## config.mk

```make
export PLATFORM = sky130hd
export DESIGN_NAME = clkctl_regbank
export DESIGN_NICKNAME = d
export VERILOG_FILES = /design/src/rtl/clkctl_pkg.sv /design/src/rtl/clkctl_req_check.sv /design/src/rtl/clkctl_reg_store.sv /design/src/rtl/clkctl_strobe_gen.sv /design/src/rtl/clkctl_lock_view.sv /design/src/rtl/clkctl_regbank.sv
export SDC_FILE = /design/constraint.sdc
export NUM_CORES = 1
export LEC_CHECK = 0
export CAP_MARGIN = 0
export CORE_AREA = 2 2 466 468
export DETAILED_ROUTE_END_ITERATION = 16
export DIE_AREA = 0 0 468 470
export DONT_BUFFER_PORTS = 1
export SLEW_MARGIN = 30
export SYNTH_ARGS = -nofsm -noshare
export SYNTH_HDL_FRONTEND = slang
export SYNTH_SLANG_ARGS = --single-unit
```

## constraint.sdc

```tcl
create_clock -name clk_i -period 3.9 [get_ports clk_i]
set_input_delay 0.39 -clock clk_i [delete_from_list [all_inputs] [get_ports clk_i]]
set_output_delay 0.39 -clock clk_i [all_outputs]
set_load 0.01 [all_outputs]
```

## src/rtl/clkctl_pkg.sv

```systemverilog
package clkctl_pkg;

   localparam logic [1:0] SIZE_WORD = 2'd2;
   localparam int unsigned ARST_BIT = 8;
   localparam int unsigned PWRDN_BIT = 16;

   typedef enum logic [2:0] {
      K_PLL_CTL,
      K_PLL_ANA,
      K_LOCK,
      K_CHAN,
      K_MUX_CTL,
      K_MUX_DIV,
      K_NONE
   } reg_kind_e;

   typedef struct packed {
      reg_kind_e  kind;
      logic [7:0] unit;
   } reg_class_t;

   function automatic int unsigned ana_base(int unsigned n_pll);
      return n_pll;
   endfunction

   function automatic int unsigned lock_index(int unsigned n_pll);
      return 2 * n_pll;
   endfunction

   function automatic int unsigned chan_base(int unsigned n_pll);
      return 2 * n_pll + 1;
   endfunction

   function automatic int unsigned mux_base(int unsigned n_pll, int unsigned n_ch);
      return chan_base(n_pll) + n_pll * n_ch;
   endfunction

   function automatic int unsigned total_regs(int unsigned n_pll, int unsigned n_ch,
                                              int unsigned n_mux);
      return mux_base(n_pll, n_ch) + 2 * n_mux;
   endfunction

   // Map a word index onto the role it plays in the clock tree.
   function automatic reg_class_t classify(int unsigned idx, int unsigned n_pll,
                                           int unsigned n_ch, int unsigned n_mux);
      reg_class_t c;
      int unsigned mb;
      mb = mux_base(n_pll, n_ch);
      c.kind = K_NONE;
      c.unit = '0;
      if (idx < n_pll) begin
         c.kind = K_PLL_CTL;
         c.unit = 8'(idx);
      end else if (idx < lock_index(n_pll)) begin
         c.kind = K_PLL_ANA;
         c.unit = 8'(idx - n_pll);
      end else if (idx == lock_index(n_pll)) begin
         c.kind = K_LOCK;
      end else if (idx < mb) begin
         c.kind = K_CHAN;
         c.unit = 8'(idx - chan_base(n_pll));
      end else if (idx < mb + 2 * n_mux) begin
         c.kind = ((idx - mb) % 2 == 0) ? K_MUX_CTL : K_MUX_DIV;
         c.unit = 8'((idx - mb) / 2);
      end
      return c;
   endfunction

   // Boot values; the last PLL and everything below it has no known default.
   function automatic logic [31:0] reg_default(int unsigned idx, int unsigned n_pll,
                                               int unsigned n_ch, int unsigned n_mux);
      reg_class_t c;
      logic [31:0] v;
      c = classify(idx, n_pll, n_ch, n_mux);
      v = '0;
      case (c.kind)
         K_PLL_CTL: if (int'(c.unit) != n_pll - 1)
                       v = (c.unit == 8'd2) ? 32'h0000_0121 : 32'h0000_0021;
         K_PLL_ANA: if (int'(c.unit) != n_pll - 1) v = 32'h0000_1040;
         K_CHAN:    if (int'(c.unit) / n_ch != n_pll - 1) v = 32'h0000_0004;
         K_MUX_CTL: if (c.unit[0] == 1'b0) v = 32'h0000_0011;
         K_MUX_DIV: if (c.unit[0] == 1'b0) v = 32'h0000_2000;
         default:   v = '0;
      endcase
      return v;
   endfunction

endpackage

```

## src/rtl/clkctl_req_check.sv

```systemverilog
module clkctl_req_check
   import clkctl_pkg::*;
#(
   parameter int unsigned ADDR_W = 8,
   parameter logic [7:0]  PWD    = 8'h5A,
   localparam int unsigned IDX_W = ADDR_W - 2
) (
   input  logic              req_valid_i,
   input  logic              req_write_i,
   input  logic [ADDR_W-1:0] req_addr_i,
   input  logic [1:0]        req_size_i,
   input  logic [31:0]       req_wdata_i,
   output logic              acc_ok_o,
   output logic              wr_go_o,
   output logic [IDX_W-1:0]  word_idx_o,
   output logic [31:0]       wdata_clean_o
);

   localparam logic [31:0] KEEP_MASK = 32'h00FF_FFFF;

   logic pwd_match;

   assign acc_ok_o      = (req_size_i == SIZE_WORD) && (req_addr_i[1:0] == 2'b00);
   assign word_idx_o    = req_addr_i[ADDR_W-1:2];
   assign pwd_match     = (req_wdata_i[31:24] == PWD);
   assign wr_go_o       = req_valid_i && req_write_i && acc_ok_o && pwd_match;
   assign wdata_clean_o = req_wdata_i & KEEP_MASK;

endmodule

```

## src/rtl/clkctl_reg_store.sv

```systemverilog
module clkctl_reg_store
   import clkctl_pkg::*;
#(
   parameter int unsigned NUM_PLL      = 5,
   parameter int unsigned CHAN_PER_PLL = 3,
   parameter int unsigned NUM_MUX      = 4,
   parameter int unsigned IDX_W        = 6,
   localparam int unsigned NUM_REGS    = total_regs(NUM_PLL, CHAN_PER_PLL, NUM_MUX)
) (
   input  logic                  clk_i,
   input  logic                  rst_ni,
   input  logic                  wr_go_i,
   input  logic [IDX_W-1:0]      word_idx_i,
   input  logic [31:0]           wdata_i,
   output logic [NUM_REGS*32-1:0] cfg_o,
   output logic [NUM_REGS-1:0]   hit_o
);

   for (genvar i = 0; i < NUM_REGS; i++) begin : g_reg
      localparam reg_class_t  CL   = classify(i, NUM_PLL, CHAN_PER_PLL, NUM_MUX);
      localparam logic [31:0] DFLT = reg_default(i, NUM_PLL, CHAN_PER_PLL, NUM_MUX);
      if (CL.kind == K_LOCK) begin : g_hole
         assign cfg_o[i*32 +: 32] = '0;
         assign hit_o[i]          = 1'b0;
      end else begin : g_flop
         logic [31:0] q;
         assign hit_o[i] = wr_go_i && (word_idx_i == IDX_W'(i));
         always_ff @(posedge clk_i or negedge rst_ni) begin
            if (!rst_ni) begin
               q <= DFLT;
            end else if (hit_o[i]) begin
               q <= wdata_i;
            end
         end
         assign cfg_o[i*32 +: 32] = q;
      end
   end

endmodule

```

## src/rtl/clkctl_strobe_gen.sv

```systemverilog
module clkctl_strobe_gen
   import clkctl_pkg::*;
#(
   parameter int unsigned NUM_PLL      = 5,
   parameter int unsigned CHAN_PER_PLL = 3,
   parameter int unsigned NUM_MUX      = 4,
   parameter bit          STROBE_REG   = 1'b1,
   localparam int unsigned NUM_REGS    = total_regs(NUM_PLL, CHAN_PER_PLL, NUM_MUX),
   localparam int unsigned NUM_CHAN    = NUM_PLL * CHAN_PER_PLL
) (
   input  logic                clk_i,
   input  logic                rst_ni,
   input  logic [NUM_REGS-1:0] hit_i,
   output logic [NUM_PLL-1:0]  pll_upd_o,
   output logic [NUM_CHAN-1:0] chan_upd_o,
   output logic [NUM_MUX-1:0]  mux_upd_o
);

   localparam int unsigned ANA_B  = ana_base(NUM_PLL);
   localparam int unsigned LOCK_I = lock_index(NUM_PLL);
   localparam int unsigned CHAN_B = chan_base(NUM_PLL);
   localparam int unsigned MUX_B  = mux_base(NUM_PLL, CHAN_PER_PLL);

   logic [NUM_PLL-1:0]  pll_d;
   logic [NUM_CHAN-1:0] chan_d;
   logic [NUM_MUX-1:0]  mux_d;
   logic                unused_lock_hit;

   assign unused_lock_hit = hit_i[LOCK_I];

   always_comb begin
      pll_d  = '0;
      chan_d = '0;
      mux_d  = '0;
      for (int p = 0; p < NUM_PLL; p++) begin
         // shared control word fans out to the PLL and every channel under it
         if (hit_i[p]) begin
            pll_d[p] = 1'b1;
            chan_d[p*CHAN_PER_PLL +: CHAN_PER_PLL] = '1;
         end
         if (hit_i[ANA_B + p]) begin
            pll_d[p] = 1'b1;
         end
      end
      for (int k = 0; k < NUM_CHAN; k++) begin
         if (hit_i[CHAN_B + k]) begin
            chan_d[k] = 1'b1;
         end
      end
      for (int m = 0; m < NUM_MUX; m++) begin
         if (hit_i[MUX_B + 2*m] || hit_i[MUX_B + 2*m + 1]) begin
            mux_d[m] = 1'b1;
         end
      end
   end

   if (STROBE_REG) begin : g_reg_strobe
      always_ff @(posedge clk_i or negedge rst_ni) begin
         if (!rst_ni) begin
            pll_upd_o  <= '0;
            chan_upd_o <= '0;
            mux_upd_o  <= '0;
         end else begin
            pll_upd_o  <= pll_d;
            chan_upd_o <= chan_d;
            mux_upd_o  <= mux_d;
         end
      end
   end else begin : g_comb_strobe
      assign pll_upd_o  = pll_d;
      assign chan_upd_o = chan_d;
      assign mux_upd_o  = mux_d;
   end

endmodule

```

## src/rtl/clkctl_lock_view.sv

```systemverilog
module clkctl_lock_view #(
   parameter int unsigned NUM_PLL  = 5,
   parameter int unsigned LOCK_LSB = 8
) (
   input  logic [NUM_PLL-1:0] arst_i,
   input  logic [NUM_PLL-1:0] pwrdn_i,
   output logic [31:0]        lock_word_o
);

   always_comb begin
      lock_word_o = '0;
      for (int p = 0; p < NUM_PLL; p++) begin
         lock_word_o[LOCK_LSB + p] = ~arst_i[p] & ~pwrdn_i[p];
      end
   end

endmodule

```

## src/rtl/clkctl_regbank.sv

```systemverilog
module clkctl_regbank
   import clkctl_pkg::*;
#(
   parameter int unsigned NUM_PLL      = 5,
   parameter int unsigned CHAN_PER_PLL = 3,
   parameter int unsigned NUM_MUX      = 4,
   parameter int unsigned ADDR_W       = 8,
   parameter int unsigned LOCK_LSB     = 8,
   parameter logic [7:0]  PWD          = 8'h5A,
   parameter bit          STROBE_REG   = 1'b1,
   localparam int unsigned NUM_REGS    = total_regs(NUM_PLL, CHAN_PER_PLL, NUM_MUX),
   localparam int unsigned NUM_CHAN    = NUM_PLL * CHAN_PER_PLL
) (
   input  logic                   clk_i,
   input  logic                   rst_ni,
   input  logic                   req_valid_i,
   output logic                   req_ready_o,
   input  logic                   req_write_i,
   input  logic [ADDR_W-1:0]      req_addr_i,
   input  logic [1:0]             req_size_i,
   input  logic [31:0]            req_wdata_i,
   output logic                   rsp_valid_o,
   output logic [31:0]            rsp_rdata_o,
   output logic [NUM_REGS*32-1:0] cfg_o,
   output logic [NUM_PLL-1:0]     pll_upd_o,
   output logic [NUM_CHAN-1:0]    chan_upd_o,
   output logic [NUM_MUX-1:0]     mux_upd_o
);

   localparam int unsigned IDX_W  = ADDR_W - 2;
   localparam int unsigned LOCK_I = lock_index(NUM_PLL);
   localparam int unsigned ANA_B  = ana_base(NUM_PLL);

   if (NUM_PLL < 1 || NUM_PLL + LOCK_LSB > 24) begin : g_bad_lock
      $error("lock flags must fit below the password byte");
   end
   if (NUM_REGS > (1 << IDX_W)) begin : g_bad_addr
      $error("address width too small for the register map");
   end
   if (NUM_CHAN > 255 || NUM_MUX > 255 || CHAN_PER_PLL < 1) begin : g_bad_count
      $error("unit counts out of range");
   end

   logic              acc_ok;
   logic              wr_go;
   logic [IDX_W-1:0]  word_idx;
   logic [31:0]       wdata_clean;
   logic [NUM_REGS-1:0] hit;
   logic [NUM_PLL-1:0]  arst_bits;
   logic [NUM_PLL-1:0]  pwrdn_bits;
   logic [31:0]       lock_word;
   logic [31:0]       rd_word;

   assign req_ready_o = 1'b1;

   clkctl_req_check #(
      .ADDR_W (ADDR_W),
      .PWD    (PWD)
   ) u_req (
      .req_valid_i   (req_valid_i),
      .req_write_i   (req_write_i),
      .req_addr_i    (req_addr_i),
      .req_size_i    (req_size_i),
      .req_wdata_i   (req_wdata_i),
      .acc_ok_o      (acc_ok),
      .wr_go_o       (wr_go),
      .word_idx_o    (word_idx),
      .wdata_clean_o (wdata_clean)
   );

   clkctl_reg_store #(
      .NUM_PLL      (NUM_PLL),
      .CHAN_PER_PLL (CHAN_PER_PLL),
      .NUM_MUX      (NUM_MUX),
      .IDX_W        (IDX_W)
   ) u_store (
      .clk_i      (clk_i),
      .rst_ni     (rst_ni),
      .wr_go_i    (wr_go),
      .word_idx_i (word_idx),
      .wdata_i    (wdata_clean),
      .cfg_o      (cfg_o),
      .hit_o      (hit)
   );

   clkctl_strobe_gen #(
      .NUM_PLL      (NUM_PLL),
      .CHAN_PER_PLL (CHAN_PER_PLL),
      .NUM_MUX      (NUM_MUX),
      .STROBE_REG   (STROBE_REG)
   ) u_strobe (
      .clk_i      (clk_i),
      .rst_ni     (rst_ni),
      .hit_i      (hit),
      .pll_upd_o  (pll_upd_o),
      .chan_upd_o (chan_upd_o),
      .mux_upd_o  (mux_upd_o)
   );

   for (genvar p = 0; p < NUM_PLL; p++) begin : g_lock_tap
      assign arst_bits[p]  = cfg_o[p*32 + ARST_BIT];
      assign pwrdn_bits[p] = cfg_o[(ANA_B + p)*32 + PWRDN_BIT];
   end

   clkctl_lock_view #(
      .NUM_PLL  (NUM_PLL),
      .LOCK_LSB (LOCK_LSB)
   ) u_lock (
      .arst_i      (arst_bits),
      .pwrdn_i     (pwrdn_bits),
      .lock_word_o (lock_word)
   );

   always_comb begin
      rd_word = '0;
      if (acc_ok) begin
         if (word_idx == IDX_W'(LOCK_I)) begin
            rd_word = lock_word;
         end else if (int'(word_idx) < int'(NUM_REGS)) begin
            rd_word = cfg_o[int'(word_idx)*32 +: 32];
         end
      end
   end

   always_ff @(posedge clk_i or negedge rst_ni) begin
      if (!rst_ni) begin
         rsp_valid_o <= 1'b0;
         rsp_rdata_o <= '0;
      end else begin
         rsp_valid_o <= req_valid_i;
         if (req_valid_i && !req_write_i) begin
            rsp_rdata_o <= rd_word;
         end
      end
   end

endmodule

```

## Yosys cells after proc, flatten, opt, wreduce, memory -nomap -nowiden

Cells that the tools add are included.

- Flip-flop bits (word level): 849
- Bits of input ports: 46
- Output and inout bits: 1,146
- Logic and storage cells: 172

- Order comparisons: 1
- Eq/ne operators: 35
- Shifts and indexed selects: 1
- Mux-type cells: 37
- Bitwise operators: 15
- Reductions and logical operators: 45

Operator list:

| kind | count |
|---|---|
| indexed part select 1088 x 12 -> 32 bit | 1 |
| equality test 6 x 5 -> 1 bit, second input constant | 16 |
| 2-to-1 mux 32 bit | 3 |
| equality test 6 x 4 -> 1 bit, second input constant | 8 |
| logical AND 1 bit | 38 |
| 2-to-1 mux 1 bit | 29 |
| equality test 6 x 3 -> 1 bit, second input constant | 4 |
| 2-to-1 mux 3 bit | 5 |
| equality test 6 x 2 -> 1 bit, second input constant | 2 |
| equality test 6 bit, second input constant | 2 |
| inverter 1 bit | 10 |
| equality test 8 x 7 -> 1 bit, second input constant | 1 |
| equality test 6 x 1 -> 1 bit, second input constant | 1 |
| logical NOT 6 bit | 1 |
| < comparator 6 bit, second input constant | 1 |
| bitwise AND 1 bit | 5 |
| logical OR 1 bit | 4 |
| equality test 2 bit, second input constant | 1 |
| logical NOT 2 bit | 1 |
| logical NOT 1 bit | 1 |

## Depth between registers and ports, before layout

Gate-level depths: netlist (run 1).

- Depth in word-level cells: 7
- Mapped depth: 10
- Depth with buffers taken out: 5

## Cells and area by module

Synthesis (run 1) repeated with hierarchy kept, for this count alone.

- Cells, all modules: 3,380
- Area total of the unflattened synthesis: 51,657.0 sq um

By module, submodules not included:

| module | times used | cells each | area an instance (sq um) |
|---|---|---|---|
| clkctl_reg_store | 1 | 2,426 | 40,069.7 |
| clkctl_regbank | 1 | 829 | 10,263.6 |
| clkctl_strobe_gen | 1 | 48 | 750.7 |
| clkctl_req_check | 1 | 44 | 347.8 |
| clkctl_lock_view | 1 | 33 | 225.2 |

## Worst setup path after synthesis (run 1)

Ideal clock, no wire load.

- Path type: input-to-reg
- Start: input req_size_i[0]
- End: register u_store.g_reg[1].g_flop.q[10]
- Setup time: 0.125 ns
- Arrival time: 2.913 ns
- Path slack: 0.862 ns
- Cell stages on the path: 9
- Buffers on the path: 4
- Cell sequence: or4b_4 -> or4_1 -> clkbuf_1 -> or3_1 -> buf_2 -> or3_1 -> buf_6 -> buf_6 -> mux2_4

- Longest elaborated chain between the ends: 5

Ends and longest elaborated chain:

| what | RTL line | text |
|---|---|---|
| start: declaration | clkctl_regbank.sv:20 | `input logic [1:0] req_size_i,` |
| equality test 2 bit | clkctl_req_check.sv:23 | `assign acc_ok_o = (req_size_i == SIZE_WORD) && (req_addr_i[1:0] == 2'b00);` |
| logical AND 1 bit | clkctl_req_check.sv:23 |  |
| logical AND 1 bit (2 in series) | clkctl_req_check.sv:26 | `assign wr_go_o = req_valid_i && req_write_i && acc_ok_o && pwd_match;` |
| logical AND 1 bit | clkctl_reg_store.sv:27 | `assign hit_o[i] = wr_go_i && (word_idx_i == IDX_W'(i));` |
| end signal: assignment | clkctl_reg_store.sv:32 | `q <= wdata_i;` |
| end: declaration | clkctl_reg_store.sv:26 | `logic [31:0] q;` |

No other way between the ends.
A chain may end at the register's enable or synchronous reset.

## Worst setup path in the final report (run 1)

- Start: input req_size_i[0]
- End: register u_store.g_reg[19].g_flop.q[5]

- Longest elaborated chain between the ends: 5

Ends and longest elaborated chain:

| what | RTL line |
|---|---|
| equality test 2 bit | clkctl_req_check.sv:23 |
| logical AND 1 bit | clkctl_req_check.sv:23 |
| logical AND 1 bit (2 in series) | clkctl_req_check.sv:26 |
| logical AND 1 bit | clkctl_reg_store.sv:27 |
| end signal: assignment | clkctl_reg_store.sv:32 |
| end: declaration | clkctl_reg_store.sv:26 |

No other way between the ends.

==> flow_metrics.env, run 1 <==
export IMPL_use_met3=0.0700
export IMPL_core_area_sq_mm=0.216
export IMPL_synthToLayoutAreaGrowth_pct=18.7
export IMPL_place_ws_ns=0.272
export IMPL_final_common_cell="mux2_2"
export IMPL_path_cells="or4b_4, nor4_2, buf_4, nand3_1, nor2_4, buf_12, mux2_2, dlygate4sd3_1"
export IMPL_ir_drop_mv=0.335
export IMPL_regToRegEndpoint="rsp_rdata_o[2]"
export IMPL_cts_sinks=841
export IMPL_hp_class="primary input to flop"
export IMPL_period_minus_slack_ns=3.23
export IMPL_outcome="finished clean"
export IMPL_drive_above_1_share=0.457
export IMPL_setup_worst_path_class="primary input to flop"
export IMPL_initial_core_util=0.186
export IMPL_dp_hpwl_um=156000
export IMPL_cts_hold_buf=59
export IMPL_drtPass1Iterations=7
export IMPL_synth_distinct_cells=49
export IMPL_track_usage=0.185
export IMPL_rsz0062_at_grt="false"
export IMPL_fin_cells=5849
export IMPL_synth_seq_cells=841
export IMPL_pin_count=1192
export IMPL_finalCritPeriodShare=0.828
export IMPL_ys_seq_area_frac=0.527
export IMPL_maxSlewViolCount=0
export IMPL_relSlewSlack=0.359
export IMPL_crit_family="simple AND/OR/NAND/NOR gates"
export IMPL_hold_path_depth=2
export IMPL_use_met2=0.303
export IMPL_worst_ep_required_time_ns=4.52
export IMPL_synth_avg_cell_area_sq_um=14.0
export IMPL_drcViolationCount=0
export IMPL_clock_path_buffers=3
export IMPL_gp_congestion=0.933
export IMPL_rows=171
export IMPL_setup_slack_ns=0.669
export IMPL_die_w_um=468
export IMPL_reg2regPathDepth=6
export IMPL_clk_pin_slew_ns=0.06
export IMPL_via_per_inst=4.45
export IMPL_grt_max_degree=289
export IMPL_cp_num_buf_inv=3
export IMPL_mostFrequentLayoutCells="826 x mux2_2, 806 x dfrtp_1, 305 x conb_1, 124 x mux4_2, 99 x clkbuf_16"
export IMPL_top_usage_layer="met2"
export IMPL_final_util=0.220
export IMPL_drt_iter0_markers=2432
export IMPL_synthFlopType="dfrtp_1"
export IMPL_arrival_ns=3.85
export IMPL_setup_viol=0
export IMPL_n_fill_cell=22700
export IMPL_htree_levels=3
export IMPL_r2r_setup_slack_ns=1.10
export IMPL_finClkSkew_ns=0.0733
export IMPL_nets=2933
export IMPL_rr_startpoint="u_store.g_reg[5].g_flop.q[2]"
export IMPL_max_stage_delay_ns=0.66
export IMPL_drt_wl_total_um=210000
export IMPL_antenna_found_initial=25
export IMPL_tightest_slew_ns=0.958
export IMPL_cts_tree="built"
export IMPL_hold_violations=0
export IMPL_root_buffer="clkbuf_16"
export IMPL_cts_resized_gates=0
export IMPL_ys_warn_count=0
export IMPL_cts_buffers_inserted=99
export IMPL_setup_tns_ns=0
export IMPL_synth_edf_count=0
export IMPL_fmax_ghz=0.310
export IMPL_whs_endpoint="u_store.g_reg[29].g_flop.q[3]"
export IMPL_cp_max_fo=24
export IMPL_slowest_stage="nor4_2"
export IMPL_clk_latency_ns=0.76
export IMPL_gr_usage_met1=0.217
export IMPL_dieArea_sq_mm=0.220
export IMPL_async_flop_share=1.00
export IMPL_die_h_um=470
export IMPL_maxCapViolCount=0
export IMPL_syn_instance_count=2854
export IMPL_grt_pass1_wl_um=271000
export IMPL_port_buffers=0
export IMPL_overflow=0
export IMPL_vias=26100
export IMPL_startpoint_type="primary input"
export IMPL_hold_slack_ns=0.0768
export IMPL_p_leak_uw=0.0221
export IMPL_wl_per_cell_um=35.9
export IMPL_synth_area_sq_mm=0.0400
export IMPL_dpl_cell_count=5581
export IMPL_grt_pass1_vias=25700
export IMPL_cts_setup_buffers=0
export IMPL_critPathCaptureType="flop"
export IMPL_antenna_left=0
export IMPL_p_per_area_mw_per_mm2=420
export IMPL_min_from="req_wdata_i[3]"
report_power, final:
part | total, uW | switching [uW] | leakage [uW] | internal, uW
Sequential | 8730 | 4.36 | 0.0116 | 8730
Clock | 10300 | 4330 | 0.00176 | 5950
Combinational | 958 | 736 | 0.00874 | 222
Total | 20000 | 5070 | 0.0221 | 14900
per-layer routing:
layer | routed length (um) | part of all wire
met5 | 32 | 0.00015
met4 | 9940 | 0.047
met3 | 21800 | 0.10
met2 | 98700 | 0.47
met1 | 79600 | 0.38
sequential cells by signal, indices dropped and copies added (netlist names):
| signal | flops |
|---|---|
| u_strobe.pll_upd_o | 5 |
| rsp_rdata_o | 24 |
| u_store.g.g_flop.q | 792 |
| u_strobe.chan_upd_o | 15 |
| rsp_valid_o | 1 |
| u_strobe.mux_upd_o | 4 |
cell usage after synthesis, drive strengths merged, types with 16 or more instances:
cell / n / area (sq um)
mux2: 842 / 9540
dfrtp: 806 / 20200
buf: 371 / 2610
clkbuf: 171 / 642
mux4: 124 / 2790
mux2i: 70 / 701
nand2: 65 / 244
a22oi: 54 / 405
nor2: 48 / 180
dfstp: 35 / 920
o21ai: 35 / 175
a211oi: 30 / 225
nor2b: 27 / 169
a2111oi: 17 / 149
a21oi: 16 / 80.1
o22ai: 16 / 100
logic make-up after synthesis:
group           synth area share
mux                        0.326
flops                      0.527
buf+inv                   0.0813
compound gates            0.0426
simple gates              0.0237
other cells             0.000188
worst max path at each step:
stage                     slack (ns)                             to  cells after the start     startpoint
after global routing            0.60  u_store.g_reg[19].g_flop.q[5]                      8  req_size_i[0]
after floorplan                 0.86  u_store.g_reg[1].g_flop.q[10]                      9  req_size_i[0]
after detailed placement        0.27  u_store.g_reg[1].g_flop.q[14]                      7  req_size_i[0]
after global placement          0.27  u_store.g_reg[1].g_flop.q[16]                      7  req_size_i[0]
final                           0.67  u_store.g_reg[19].g_flop.q[5]                      8  req_size_i[0]
after CTS                       0.75  u_store.g_reg[17].g_flop.q[9]                      8  req_size_i[0]
per-stage QoR:
step,total power (uW),instance area (sq um)
2_1_floorplan,9580,41200
4_1_cts,20200,47500
3_5_place_dp,9540,43000
3_3_place_gp,9350,42800
5_1_grt,20600,47500
6_report,20000,47500
cell type report:
| class | count | area (sq um) | share of cell area |
|---|---|---|---|
| antenna | 22 | 55.1 | 0.00116 |
| clock buffer | 132 | 2810 | 0.0592 |
| clock inverter | 55 | 790 | 0.0166 |
| inverter | 1 | 3.75 | 0.0000790 |
| multi-input combinational | 1773 | 17100 | 0.359 |
| sequential | 841 | 21100 | 0.444 |
| tap | 2854 | 3570 | 0.0752 |
| timing repair buffer | 171 | 2120 | 0.0446 |
Power figures use the tool's default switching activity.
==> inputs of run 2 (changes only) <==
ABC_AREA = 1   (was not set)
CORE_AREA = 2 2 460 462   (was 2 2 466 468)
DIE_AREA = 0 0 462 464   (was 0 0 468 470)
clock period = 3 ns   (was 3.9 ns; I/O delays follow)
==> run 2 against run 1 <==
Non-clock buffer count rose by 7. Clock power rose by 29%. Via count rose by 31%. Critical path depth fell by 3. Sequential power rose by 31%. Routed wire length rose by 3.3%. Critical endpoint is now u_store.g_reg[7].g_flop.q[11]. Largest cell class unchanged. Total power rose by 30%.
==> flow_metrics.env, run 2 <==
export IMPL_synth_area_leader_cell="dfrtp_1"
export IMPL_reg2regPathDepth=8
export IMPL_hold_violations=0
export IMPL_wl_per_cell_um=28.5
export IMPL_yosys_area_share_simple=0.237
export IMPL_synth_area_top_cells="dfrtp_1 52%, nand2_1 20%, o21ai_0 10%, buf_4 6.0%, clkbuf_1 2.5%"
export IMPL_rsz0062_at_grt="false"
export IMPL_synth_compound_area_frac=0.119
export IMPL_nets=4769
export IMPL_maxSlewViolCount=0
export IMPL_via_per_inst=4.46
export IMPL_drt_iter0_markers=3668
export IMPL_r2r_setup_slack_ns=0.78
export IMPL_overflow=0
export IMPL_mostFrequentLayoutCells="2,075 x nand2_1, 806 x dfrtp_1, 783 x o21ai_0, 305 x conb_1, 122 x nand4_1"
export IMPL_ys_seq_area_frac=0.540
export IMPL_rr_startpoint="u_store.g_reg[31].g_flop.q[6]"
export IMPL_synth_common_cells="2,099 x nand2_1, 806 x dfrtp_1, 784 x o21ai_0"
export IMPL_fmax_ghz=0.406
export IMPL_regMostFlops="u_store.g.g_flop.q"
export IMPL_synth_top_family_by_area="simple AND/OR/NAND/NOR gates"
export IMPL_setup_worst_path_class="primary input to asynchronous set/reset pin"
export IMPL_antenna_found_initial=16
export IMPL_hp_class="primary input to flop"
export IMPL_slowest_stage="dlygate4sd3_1"
export IMPL_antenna_left=0
export IMPL_setup_tns_ns=0
export IMPL_hold_path_depth=3
export IMPL_relSlewSlack=0.338
export IMPL_port_buffers=0
export IMPL_clk_pin_slew_ns=0.06
export IMPL_grt_pass1_wl_um=289000
export IMPL_synthMuxAreaShare=0
export IMPL_hold_slack_ns=0.0511
export IMPL_yosysMostFrequentCell="nand2_1"
export IMPL_regToRegEndpoint="rsp_rdata_o[6]"
export IMPL_syn_instance_count=4804
export IMPL_synth_edf_count=0
export IMPL_startpoint_type="primary input"
export IMPL_cts_sinks=841
export IMPL_drive_above_1_share=0.0878
export IMPL_finClkSkew_ns=0.0598
export IMPL_largestRegisters="u_store.g.g_flop.q x792, rsp_rdata_o x24, u_strobe.chan_upd_o x15"
export IMPL_root_buffer="clkbuf_16"
export IMPL_grt_pass1_vias=32600
export IMPL_largest_register_ff_count=792
export IMPL_tightest_slew_ns=0.993
export IMPL_initial_core_util=0.187
export IMPL_whs_endpoint="u_store.g_reg[4].g_flop.q[4]"
export IMPL_track_usage=0.195
export IMPL_n_fill_cell=23000
export IMPL_synth_top_cell_area_share=0.517
export IMPL_place_ws_ns=0.120
export IMPL_drcViolationCount=0
export IMPL_synth_distinct_cells=31
export IMPL_vias=34000
export IMPL_drt_wl_total_um=217000
export IMPL_critPathCaptureType="asynchronous set/reset pin"
export IMPL_cts_tree="built"
export IMPL_period_minus_slack_ns=2.46
export IMPL_setup_slack_ns=0.537
export IMPL_rows=168
export IMPL_critPathMostFrequentCell="buf_16"
export IMPL_synthToLayoutAreaGrowth_pct=16.6
export IMPL_drtPass1Iterations=6
export IMPL_ys_warn_count=0
export IMPL_synth_xor_area_frac=0
export IMPL_dieArea_sq_mm=0.214
export IMPL_synthFlopType="dfrtp_1"
export IMPL_worst_ep_required_time_ns=3.77
export IMPL_cp_num_buf_inv=5
export IMPL_ir_drop_mv=0.457
export IMPL_p_per_area_mw_per_mm2=568
export IMPL_crit_family="buffers and inverters"
export IMPL_p_leak_uw=0.0210
export IMPL_synth_area_sq_mm=0.0390
export IMPL_cts_buffers_inserted=102
export IMPL_clock_path_buffers=3
export IMPL_die_h_um=464
export IMPL_htree_levels=3
export IMPL_maxCapViolCount=0
export IMPL_power_uw=25900
export IMPL_max_stage_delay_ns=0.62
export IMPL_crit_cells=5
export IMPL_finalCritPeriodShare=0.821
export IMPL_outcome="finished clean"
export IMPL_synth_seq_cells=841
export IMPL_setup_viol=0
export IMPL_async_flop_share=1.00
export IMPL_gp_congestion=0.941
export IMPL_arrival_ns=3.23
export IMPL_dp_hpwl_um=157000
export IMPL_final_common_cell="nand2_1"
export IMPL_min_from="req_wdata_i[4]"
export IMPL_cp_max_fo=141
export IMPL_pin_count=1192
export IMPL_path_cells="dlygate4sd3_1, buf_16, buf_16, buf_16, buf_16"
export IMPL_core_area_sq_mm=0.209
export IMPL_grt_max_degree=166
export IMPL_synth_fa_ha_area_frac=0
export IMPL_synth_avg_cell_area_sq_um=8.13
export IMPL_die_w_um=462
export IMPL_clk_latency_ns=0.78
run 2: kinds of logic (layout without fill, tap and decap cells):
logic type             after synthesis  count (layout)
DFF                                841             841
other                                2             315
AOI/OAI and AO/OA                  908             908
and+or+nand+nor                   2336            2336
buffers and inverters              717             417
run 2: worst max-delay path by stage:
| stage | startpoint | endpoint | slack [ns] |
|---|---|---|---|
| after floorplan | req_addr_i[1] | u_store.g_reg[23].g_flop.q[18] | 1.24 |
| after global placement | req_addr_i[5] | rsp_rdata_o[11] | 0.07 |
| after detailed placement | req_addr_i[5] | rsp_rdata_o[6] | 0.12 |
| after CTS | rst_ni | u_store.g_reg[7].g_flop.q[11] | 0.36 |
| after global routing | rst_ni | u_store.g_reg[7].g_flop.q[11] | 0.30 |
| final | rst_ni | u_store.g_reg[7].g_flop.q[11] | 0.54 |
run 2: through the flow:
step	cell area (sq um)	util	instances
after CTS	45500	0.217	7610
after global routing	45500	0.218	7612
after detailed placement	41700	0.199	7406
final	45500	0.218	7622
after global placement	41600	0.199	7401
after floorplan	40200	-	5107
run 2: cell type report:
| class | count | area, sq um | area share |
|---|---|---|---|
| diodes | 10 | 25.0 | 0.000550 |
| clock buffers | 144 | 2900 | 0.0637 |
| clock inverters | 44 | 659 | 0.0145 |
| inverters | 51 | 211 | 0.00464 |
| multi-input cells | 3549 | 15200 | 0.333 |
| flip-flops and latches | 841 | 21100 | 0.463 |
| well taps | 2805 | 3510 | 0.0771 |
| repair buffers | 178 | 1960 | 0.0430 |
run 2: power by group:
group | total, uW | internal, uW | switching, uW
combinational | 1270 | 169 | 1100
sequential | 11400 | 11300 | 4.71
clock | 13300 | 7680 | 5590
total | 25900 | 19200 | 6690
run 2: per-layer routing:
metal  wire length, um  track usage  share of wire  up-vias
li1                  -            -              -    14700
met1             77800        0.215           0.36    16800
met2            106000        0.333           0.49     2125
met3             20400       0.0614          0.094      379
met4             12400        0.100          0.057        4
met5                20            0       0.000092        -
run 2: worst reg2reg max path: cells and delay by family (launching register included):
family / cells / cell delay (ns)
AO/OA/AOI/OAI: 1 / 0.46
flip-flops: 1 / 0.67
AND/OR/NAND/NOR: 7 / 0.97
run 2: repair_timing:
| action | in CTS | in global routing |
|---|---|---|
| setup buffers | 0 | 0 |
| hold buffers | 16 | 0 |
| endpoints found under the hold margin | 535 | 0 |
| setup endpoints to repair | 0 | 3 |
| gates resized for setup | 0 | 0 |
